===== src/rtl/irq_seq_pkg.sv =====
package irq_seq_pkg;
  typedef enum logic [2:0] {
    ST_IDLE,
    ST_HALT,
    ST_ACK,
    ST_PUSH,
    ST_JUMP
  } seq_state_e;
endpackage


===== src/rtl/irq_enable_reg.sv =====
module irq_enable_reg (
  input  logic clk_i,
  input  logic rst_ni,
  input  logic boundary_i,
  input  logic set_i,
  input  logic clr_i,
  input  logic take_i,
  output logic gie_next_o,
  output logic gie_o
);
  logic gie_q;

  // clear beats set when one instruction carries both
  always_comb begin
    gie_next_o = gie_q;
    if (boundary_i) begin
      if (clr_i)      gie_next_o = 1'b0;
      else if (set_i) gie_next_o = 1'b1;
    end
  end

  always_ff @(posedge clk_i or negedge rst_ni) begin
    if (!rst_ni)     gie_q <= 1'b0;
    else if (take_i) gie_q <= 1'b0;
    else             gie_q <= gie_next_o;
  end

  assign gie_o = gie_q;
endmodule


===== src/rtl/irq_stack_unit.sv =====
module irq_stack_unit #(
  parameter int          ADDR_W   = 16,
  parameter logic [15:0] SP_RESET = 16'h02F0
) (
  input  logic              clk_i,
  input  logic              rst_ni,
  input  logic              capture_i,
  input  logic [ADDR_W-1:0] pc_i,
  input  logic              push_i,
  input  logic              load_i,
  input  logic [ADDR_W-1:0] load_val_i,
  output logic [ADDR_W-1:0] sp_o,
  output logic [ADDR_W-1:0] ret_pc_o
);
  localparam logic [ADDR_W-1:0] SP_INIT = ADDR_W'(SP_RESET);
  localparam logic [ADDR_W-1:0] SP_STEP = ADDR_W'(1);

  logic [ADDR_W-1:0] sp_q, pc_q;

  always_ff @(posedge clk_i or negedge rst_ni) begin
    if (!rst_ni)     sp_q <= SP_INIT;
    else if (push_i) sp_q <= sp_q + SP_STEP;
    else if (load_i) sp_q <= load_val_i;
  end

  always_ff @(posedge clk_i or negedge rst_ni) begin
    if (!rst_ni)        pc_q <= '0;
    else if (capture_i) pc_q <= pc_i;
  end

  assign sp_o     = sp_q;
  assign ret_pc_o = pc_q;
endmodule


===== src/rtl/irq_seq_fsm.sv =====
module irq_seq_fsm
  import irq_seq_pkg::*;
(
  input  logic clk_i,
  input  logic rst_ni,
  input  logic point_i,
  input  logic busrq_i,
  input  logic irq_i,
  input  logic gie_next_i,
  input  logic gie_i,
  output logic take_o,
  output logic idle_o,
  output logic halt_o,
  output logic ack_o,
  output logic push_o,
  output logic jump_o
);
  seq_state_e state_q, state_d;

  always_comb begin
    state_d = state_q;
    take_o  = 1'b0;
    unique case (state_q)
      ST_IDLE: if (point_i) begin
        if (busrq_i) state_d = ST_HALT;
        else if (irq_i && gie_next_i) begin
          state_d = ST_ACK;
          take_o  = 1'b1;
        end
      end
      ST_HALT: if (!busrq_i) begin
        if (irq_i && gie_i) begin
          state_d = ST_ACK;
          take_o  = 1'b1;
        end else begin
          state_d = ST_IDLE;
        end
      end
      ST_ACK:  state_d = ST_PUSH;
      ST_PUSH: state_d = ST_JUMP;
      ST_JUMP: state_d = ST_IDLE;
      default: state_d = ST_IDLE;
    endcase
  end

  always_ff @(posedge clk_i or negedge rst_ni) begin
    if (!rst_ni) state_q <= ST_IDLE;
    else         state_q <= state_d;
  end

  assign idle_o = (state_q == ST_IDLE);
  assign halt_o = (state_q == ST_HALT);
  assign ack_o  = (state_q == ST_ACK);
  assign push_o = (state_q == ST_PUSH);
  assign jump_o = (state_q == ST_JUMP);
endmodule


===== src/rtl/irq_accept_seq.sv =====
module irq_accept_seq #(
  parameter int          ADDR_W   = 16,
  parameter logic [15:0] VECTOR   = 16'h1004,
  parameter logic [15:0] SP_RESET = 16'h02F0
) (
  input  logic              clk_i,
  input  logic              rst_ni,
  input  logic              irq_i,
  input  logic              busrq_i,
  input  logic              insn_done_i,
  input  logic              insn_intr_ok_i,
  input  logic              ie_set_i,
  input  logic              ie_clr_i,
  input  logic [ADDR_W-1:0] pc_i,
  input  logic              sp_wr_i,
  input  logic [ADDR_W-1:0] sp_wdata_i,
  output logic              intak_o,
  output logic              push_we_o,
  output logic [ADDR_W-1:0] push_addr_o,
  output logic [ADDR_W-1:0] push_data_o,
  output logic              jump_o,
  output logic [ADDR_W-1:0] jump_addr_o,
  output logic              busak_o,
  output logic              stall_o,
  output logic              gie_o,
  output logic [ADDR_W-1:0] sp_o
);
  localparam logic [ADDR_W-1:0] VEC_ADDR = ADDR_W'(VECTOR);

  logic idle, halt, ack, push, jump, take, point, gie_next, gie_q;
  logic [ADDR_W-1:0] sp_q, ret_pc;

  // interruptible boundary seen while idle
  assign point = insn_done_i && insn_intr_ok_i && idle;

  irq_enable_reg u_enable (
    .clk_i      (clk_i),
    .rst_ni     (rst_ni),
    .boundary_i (insn_done_i && idle),
    .set_i      (ie_set_i),
    .clr_i      (ie_clr_i),
    .take_i     (take),
    .gie_next_o (gie_next),
    .gie_o      (gie_q)
  );

  irq_seq_fsm u_fsm (
    .clk_i      (clk_i),
    .rst_ni     (rst_ni),
    .point_i    (point),
    .busrq_i    (busrq_i),
    .irq_i      (irq_i),
    .gie_next_i (gie_next),
    .gie_i      (gie_q),
    .take_o     (take),
    .idle_o     (idle),
    .halt_o     (halt),
    .ack_o      (ack),
    .push_o     (push),
    .jump_o     (jump)
  );

  irq_stack_unit #(
    .ADDR_W   (ADDR_W),
    .SP_RESET (SP_RESET)
  ) u_stack (
    .clk_i      (clk_i),
    .rst_ni     (rst_ni),
    .capture_i  (point),
    .pc_i       (pc_i),
    .push_i     (push),
    .load_i     (sp_wr_i && idle),
    .load_val_i (sp_wdata_i),
    .sp_o       (sp_q),
    .ret_pc_o   (ret_pc)
  );

  assign intak_o     = ack;
  assign push_we_o   = push;
  assign push_addr_o = sp_q;
  assign push_data_o = ret_pc;
  assign jump_o      = jump;
  assign jump_addr_o = VEC_ADDR;
  assign busak_o     = halt;
  assign stall_o     = !idle;
  assign gie_o       = gie_q;
  assign sp_o        = sp_q;
endmodule


===== config.mk =====
export PLATFORM = sky130hd
export DESIGN_NAME = irq_accept_seq
export DESIGN_NICKNAME = d
export VERILOG_FILES = /design/src/rtl/irq_seq_pkg.sv /design/src/rtl/irq_enable_reg.sv /design/src/rtl/irq_stack_unit.sv /design/src/rtl/irq_seq_fsm.sv /design/src/rtl/irq_accept_seq.sv
export SDC_FILE = /design/constraint.sdc
export NUM_CORES = 1
export LEC_CHECK = 0
export BUFFER_PORTS_ARGS = -buffer_cell sky130_fd_sc_hd__clkbuf_2
export CORE_ASPECT_RATIO = 1.4
export CORE_UTILIZATION = 41
export CTS_CLUSTER_SIZE = 10
export DETAILED_ROUTE_END_ITERATION = 16
export PLACE_DENSITY = 0.76
export SLEW_MARGIN = 20
export SYNTH_ARGS = -nofsm -noshare
export SYNTH_HDL_FRONTEND = slang
export SYNTH_HIERARCHICAL = 1
export SYNTH_SLANG_ARGS = --single-unit

===== constraint.sdc =====
create_clock -name clk_i -period 1.8 [get_ports clk_i]
set_input_delay 0.09 -clock clk_i [delete_from_list [all_inputs] [get_ports clk_i]]
set_output_delay 0.09 -clock clk_i [all_outputs]
set_load 0.02 [all_outputs]

Word level (Yosys, flattened, before mapping)
Index checks and enable logic that the tools add are counted.
Operators by class
  equal/unequal tests: 7
  shift-type cells: 0
  $add $sub $neg: 1
  bitwise operators: 0
  reductions and logical operators: 10
  divide/modulo/power cells: 0
  $mul: 0
  order comparisons: 0
  multiplexer cells: 18
Operators with widths (number)
  $mux W16: 2
  $add A16 B1 Y16 const B: 1
  $mux W3: 4
  $pmux W3 S4: 1
  $mux W1: 9
  $eq A3 B2 Y1 const B: 2
  $logic_and A1 B1 Y1: 6
  $eq A3 B1 Y1 const B: 1
  $eq A3 B3 Y1 const B: 1
  $logic_not A3 Y1: 1
  $ne A3 B2 Y1 const B: 1
  $reduce_and A3 Y1: 1
  $mux W2: 1
  $ne A2 B1 Y1 const B: 1
  $ne A2 B2 Y1 const B: 1
  $pmux W1 S2: 1
  $reduce_bool A2 Y1: 1
  $logic_not A1 Y1: 1
Word-level totals
  memory bits (writable): 0
  input port bits: 41
  bits in registers: 36
  latch bits: 0
  logic and storage cells: 40
  memories kept: 0
  output and inout port bits: 70
  ROM bits: 0

Logic depth before layout (Yosys ltp)
  depth after elaboration: 9
  mapped depth: 9
  depth with buffers taken out: 8

Cells and area by module
The synthesis kept the hierarchy.
By module, submodules not included
  irq_stack_unit: cells each 152, area an instance 1615.3 µm², times used 1
  irq_accept_seq: cells each 38, area an instance 272.8 µm², times used 1
  irq_seq_fsm: cells each 27, area an instance 225.2 µm², times used 1
  irq_enable_reg: cells each 4, area an instance 46.3 µm², times used 1

Worst setup path before layout
OpenSTA, ideal clock, no wires.
  kind: reg2reg
  from: reg u_fsm.state_q[0]
  to: reg u_stack.sp_q[9], in the netlist u_stack/sp_o[9]
  period minus slack after synthesis: 2074 ps
  data arrival time: 1992 ps
  stages on the path, launching flop included: 8
  library setup time: 82 ps
  setup slack: -274 ps
  cells stage by stage: dfrtp_1 -> buf_2 -> nor3b_1 -> clkbuf_1 -> nand2b_1 -> clkbuf_1 -> o22ai_1 -> nor3_1
RTL lines
  start: declaration: RTL line irq_seq_fsm.sv:18  | seq_state_e state_q, state_d;
  start signal: assignment: RTL line irq_seq_fsm.sv:48  | else state_q <= state_d;
  $eq A3 B2 Y1 *: RTL line irq_seq_fsm.sv:54  | assign push_o = (state_q == ST_PUSH);
  named net push_we_o: RTL line irq_accept_seq.sv:18  | output logic push_we_o,
  $mux W16 or $reduce_bool A2 Y1 (tied branches)
  end signal: assignment: RTL line irq_stack_unit.sv:22  | else if (push_i) sp_q <= sp_q + SP_STEP;
  end signal: assignment: RTL line irq_stack_unit.sv:23  | else if (load_i) sp_q <= load_val_i;
  end: declaration: RTL line irq_stack_unit.sv:18  | logic [ADDR_W-1:0] sp_q, pc_q;
The timed path passes the listed nets; every way through them passes the cells marked *.
A chain may end at the register's enable or synchronous reset.

Worst setup path after layout
  from: reg u_fsm.state_q[2]
  to: reg u_stack.sp_q[13], in the netlist u_stack/sp_o[13]
On the way
  word-level cells in the longest chain between the ends: 3
RTL lines
  $logic_not A3 Y1: RTL line irq_seq_fsm.sv:51  | assign idle_o = (state_q == ST_IDLE);
  $logic_and A1 B1 Y1: RTL line irq_accept_seq.sv:72  | .load_i (sp_wr_i && idle),
  $reduce_bool A2 Y1 (no line)
Parallel ways exist; a longest one is shown, timed or not.

==> results.yml <==
setup_path:
  path_buf_inv: 2
  crit_type: "reg -> reg"
  cp_cell_sequence: "buf_4 > nor3b_4 > buf_4 > nor2b_1 > a311oi_1 > nor3_1"
  start_kind: "register"
  crit_required_ps: 1960
  cp_slowest_cell: "dfrtp_1"
  cp_common_cell: "buf_4"
  cp_max_fo: 19
  endpoint_kind: "register"
  max_stage_delay_ps: 410
  crit_family: "buffers and inverters"
  arrival_ps: 1830
clock_tree:
  clock-root-buffer: "clkbuf_8"
  cts_tree: "done"
  clk_pin_slew_ps: 70
  post-cts-setup-buffers: 0
  clock_latency_ps: 290
  cts_made_buffers: 5
  cts_sinks: 36
  cts_max_level: 2
  cts_buffer_depth: 2
route:
  drt-vias-per-instance: 5.10
  first_iter_violations: 85
  via_count: 1899
  ant_nets: 0
  route.detailed.drc: 0
  first_pass_iters: 4
  wl_per_cell_um: 13.0
  wirelength_um: 4820
synthesis:
  syn_area_mm2: 0.00216
  yosysTopAreaCell: "dfrtp_1"
  synth.top_cell.area_share_pct: 35.9
  seq_area_frac_synth_pct: 42.0
  syn_inst: 221
  avgSynthCellArea_um2: 9.77
  synth_warnings: 6
  synthDistinctLibCells: 45
  synth_area_leaders: "dfrtp_1, buf_4, mux2_2, dfstp_2, a21oi_1"
  synth-seq-cells: 36
floorplanning:
  core-area_mm2: 0.00495
  fp-row-count: 30
  initial_core_util_pct: 43.6
  fp.dieArea_mm2: 0.00557
  die_y_um: 87.9
  ios: 111
  die_w_um: 63.3
final_layout:
  finalNetCount: 349
  diodes: 0
  drive_above_1_share_pct: 49.7
  syn_to_final_growth_pct: 26.2
  layout_common_cells: "clkbuf_2, dfrtp_1, conb_1, mux2_2, nor2_1"
  final_common_cell: "clkbuf_2"
placed_design:
  io_buffers: 94
  gp_congestion: 0.808
  dp_hpwl_um: 3730
  pre_cts_slack_ps: 84.0
sta:
  rsz0062_at_grt: "false"
  skew_ps: 4.04
  period_needed_ps: 1670
  setup_viol: 0
  fmax_mhz: 600
  post-route-period-util_pct: 92.6
  fin_ws_ps: 133
  slew_violations: 0
  final.setup.tns_ps: 0
  report.final.hold_viol_count: 0
global_routing:
  grt_max_degree: 20
  grt_overflow: 0
  grt_pass1_wl_um: 7840
  antenna_found_initial: 0
  grtUsageTotal_pct: 18.0
  first_global_vias: 1748
power_and_ir_drop:
  leakagePower_nw: 1.30
  vdd_drop_max_mv: 0.881
  power_density_mw_per_mm2: 1930
run_status:
  status: "completed"
hold_path:
  min_path_type: "in -> reg"
run:
  maxCapViolations: 0
-- per-layer routing --
layer  vias to the layer above  wire, um  global-route usage [%]
met1                       894      1840                    19.9
met3                        11       315                    4.04
met2                        95      2590                    32.4
met5                         -         0                       0
met4                         0        78                    8.88
li1                        899         -                       -
-- cell type report --
class | count | area, um^2
clock buffers | 5 | 68.8
clock inverters | 3 | 42.5
fillers | 471 | 2230
inverters | 9 | 33.8
multi-input cells | 148 | 1010
flip-flops and latches | 36 | 908
well taps | 64 | 80.1
repair buffers | 107 | 586
-- kinds of logic (layout without fill, tap and decap cells) --
family / count (synthesis) / in the layout / synth area share, %
mux: 18 / 18 / 9.50
flops: 36 / 36 / 42.0
other cells: 2 / 16 / 0.348
compound gates: 40 / 40 / 11.5
fa+ha+maj: 1 / 1 / 0.579
xor+xnor: 4 / 4 / 1.62
buf+inv: 51 / 124 / 14.9
simple gates: 69 / 69 / 19.6
-- path summary, 6_finish.rpt --
| kind | start | to | slack (ps) | depth (start not counted) |
|---|---|---|---|---|
| hold / removal | pc_i[0] | u_stack/ret_pc_o[0] | 30 | 2 |
| min in group asynchronous | rst_ni | u_stack/sp_o[1] | 190 | 2 |
| max in group asynchronous | rst_ni | u_stack/ret_pc_o[13] | 1100 | 3 |
| setup reg to reg | u_fsm/state_q[2] | u_stack/sp_o[13] | 130 | 6 |
| setup / recovery | u_fsm/state_q[2] | u_stack/sp_o[13] | 130 | 6 |
| hold reg to reg | u_stack/ret_pc_o[7] | u_stack/ret_pc_o[7] | 510 | 1 |
-- synthesized netlist by cell type, drive strengths merged --
cell type	instances
nor2b	6
nor3b	4
and4b	1
mux2	17
inv	9
a211oi	8
o22ai	4
o31ai	2
nor3	8
nor2	16
nand2b	1
mux2i	1
ha	1
and2	3
xnor2	4
nand3	6
and4	1
nor4	4
nand4	6
a21oi	16
and3	3
dfrtp	31
nand2	9
or2	1
o32ai	1
dfstp	5
a311oi	1
buf	35
clkbuf	7
conb	2
o221a	1
o21ai	7
-- sequential cells by signal, indices dropped and copies added (netlist names) --
name / count
u_stack/sp_o: 16
u_stack/ret_pc_o: 16
u_enable/gie_o: 1
u_fsm/state_q: 3
-- timing repair --
| action | 4_1_cts | 5_1_grt |
|---|---|---|
| gates resized for setup | 0 | 4 |
| hold endpoints to repair | 32 | 0 |
| hold buffers | 2 | 0 |
| endpoints found under the setup margin | 0 | 10 |
-- where the power goes --
group | switching (W) | leakage, nW | internal, W
Combinational | 0.00173 | 0.831 | 0.00111
Sequential | 0.000448 | 0.418 | 0.00125
Clock | 0.000298 | 0.0541 | 0.000410
Total | 0.00248 | 1.30 | 0.00277
-- through the flow --
stage                     util, %  hold slack (ps)  total power [W]  area (um^2)  std cells
after floorplan                 -             -206          0.00381         2230        235
after global placement       52.1            -45.0          0.00445         2580        362
after detailed placement     52.1            -44.8          0.00452         2580        362
after CTS                    54.7             19.1          0.00526         2710        372
after global routing         55.0             22.8          0.00562         2730        372
final                        55.0             30.2          0.00525         2730        372
(Power assumes the default switching activity.)
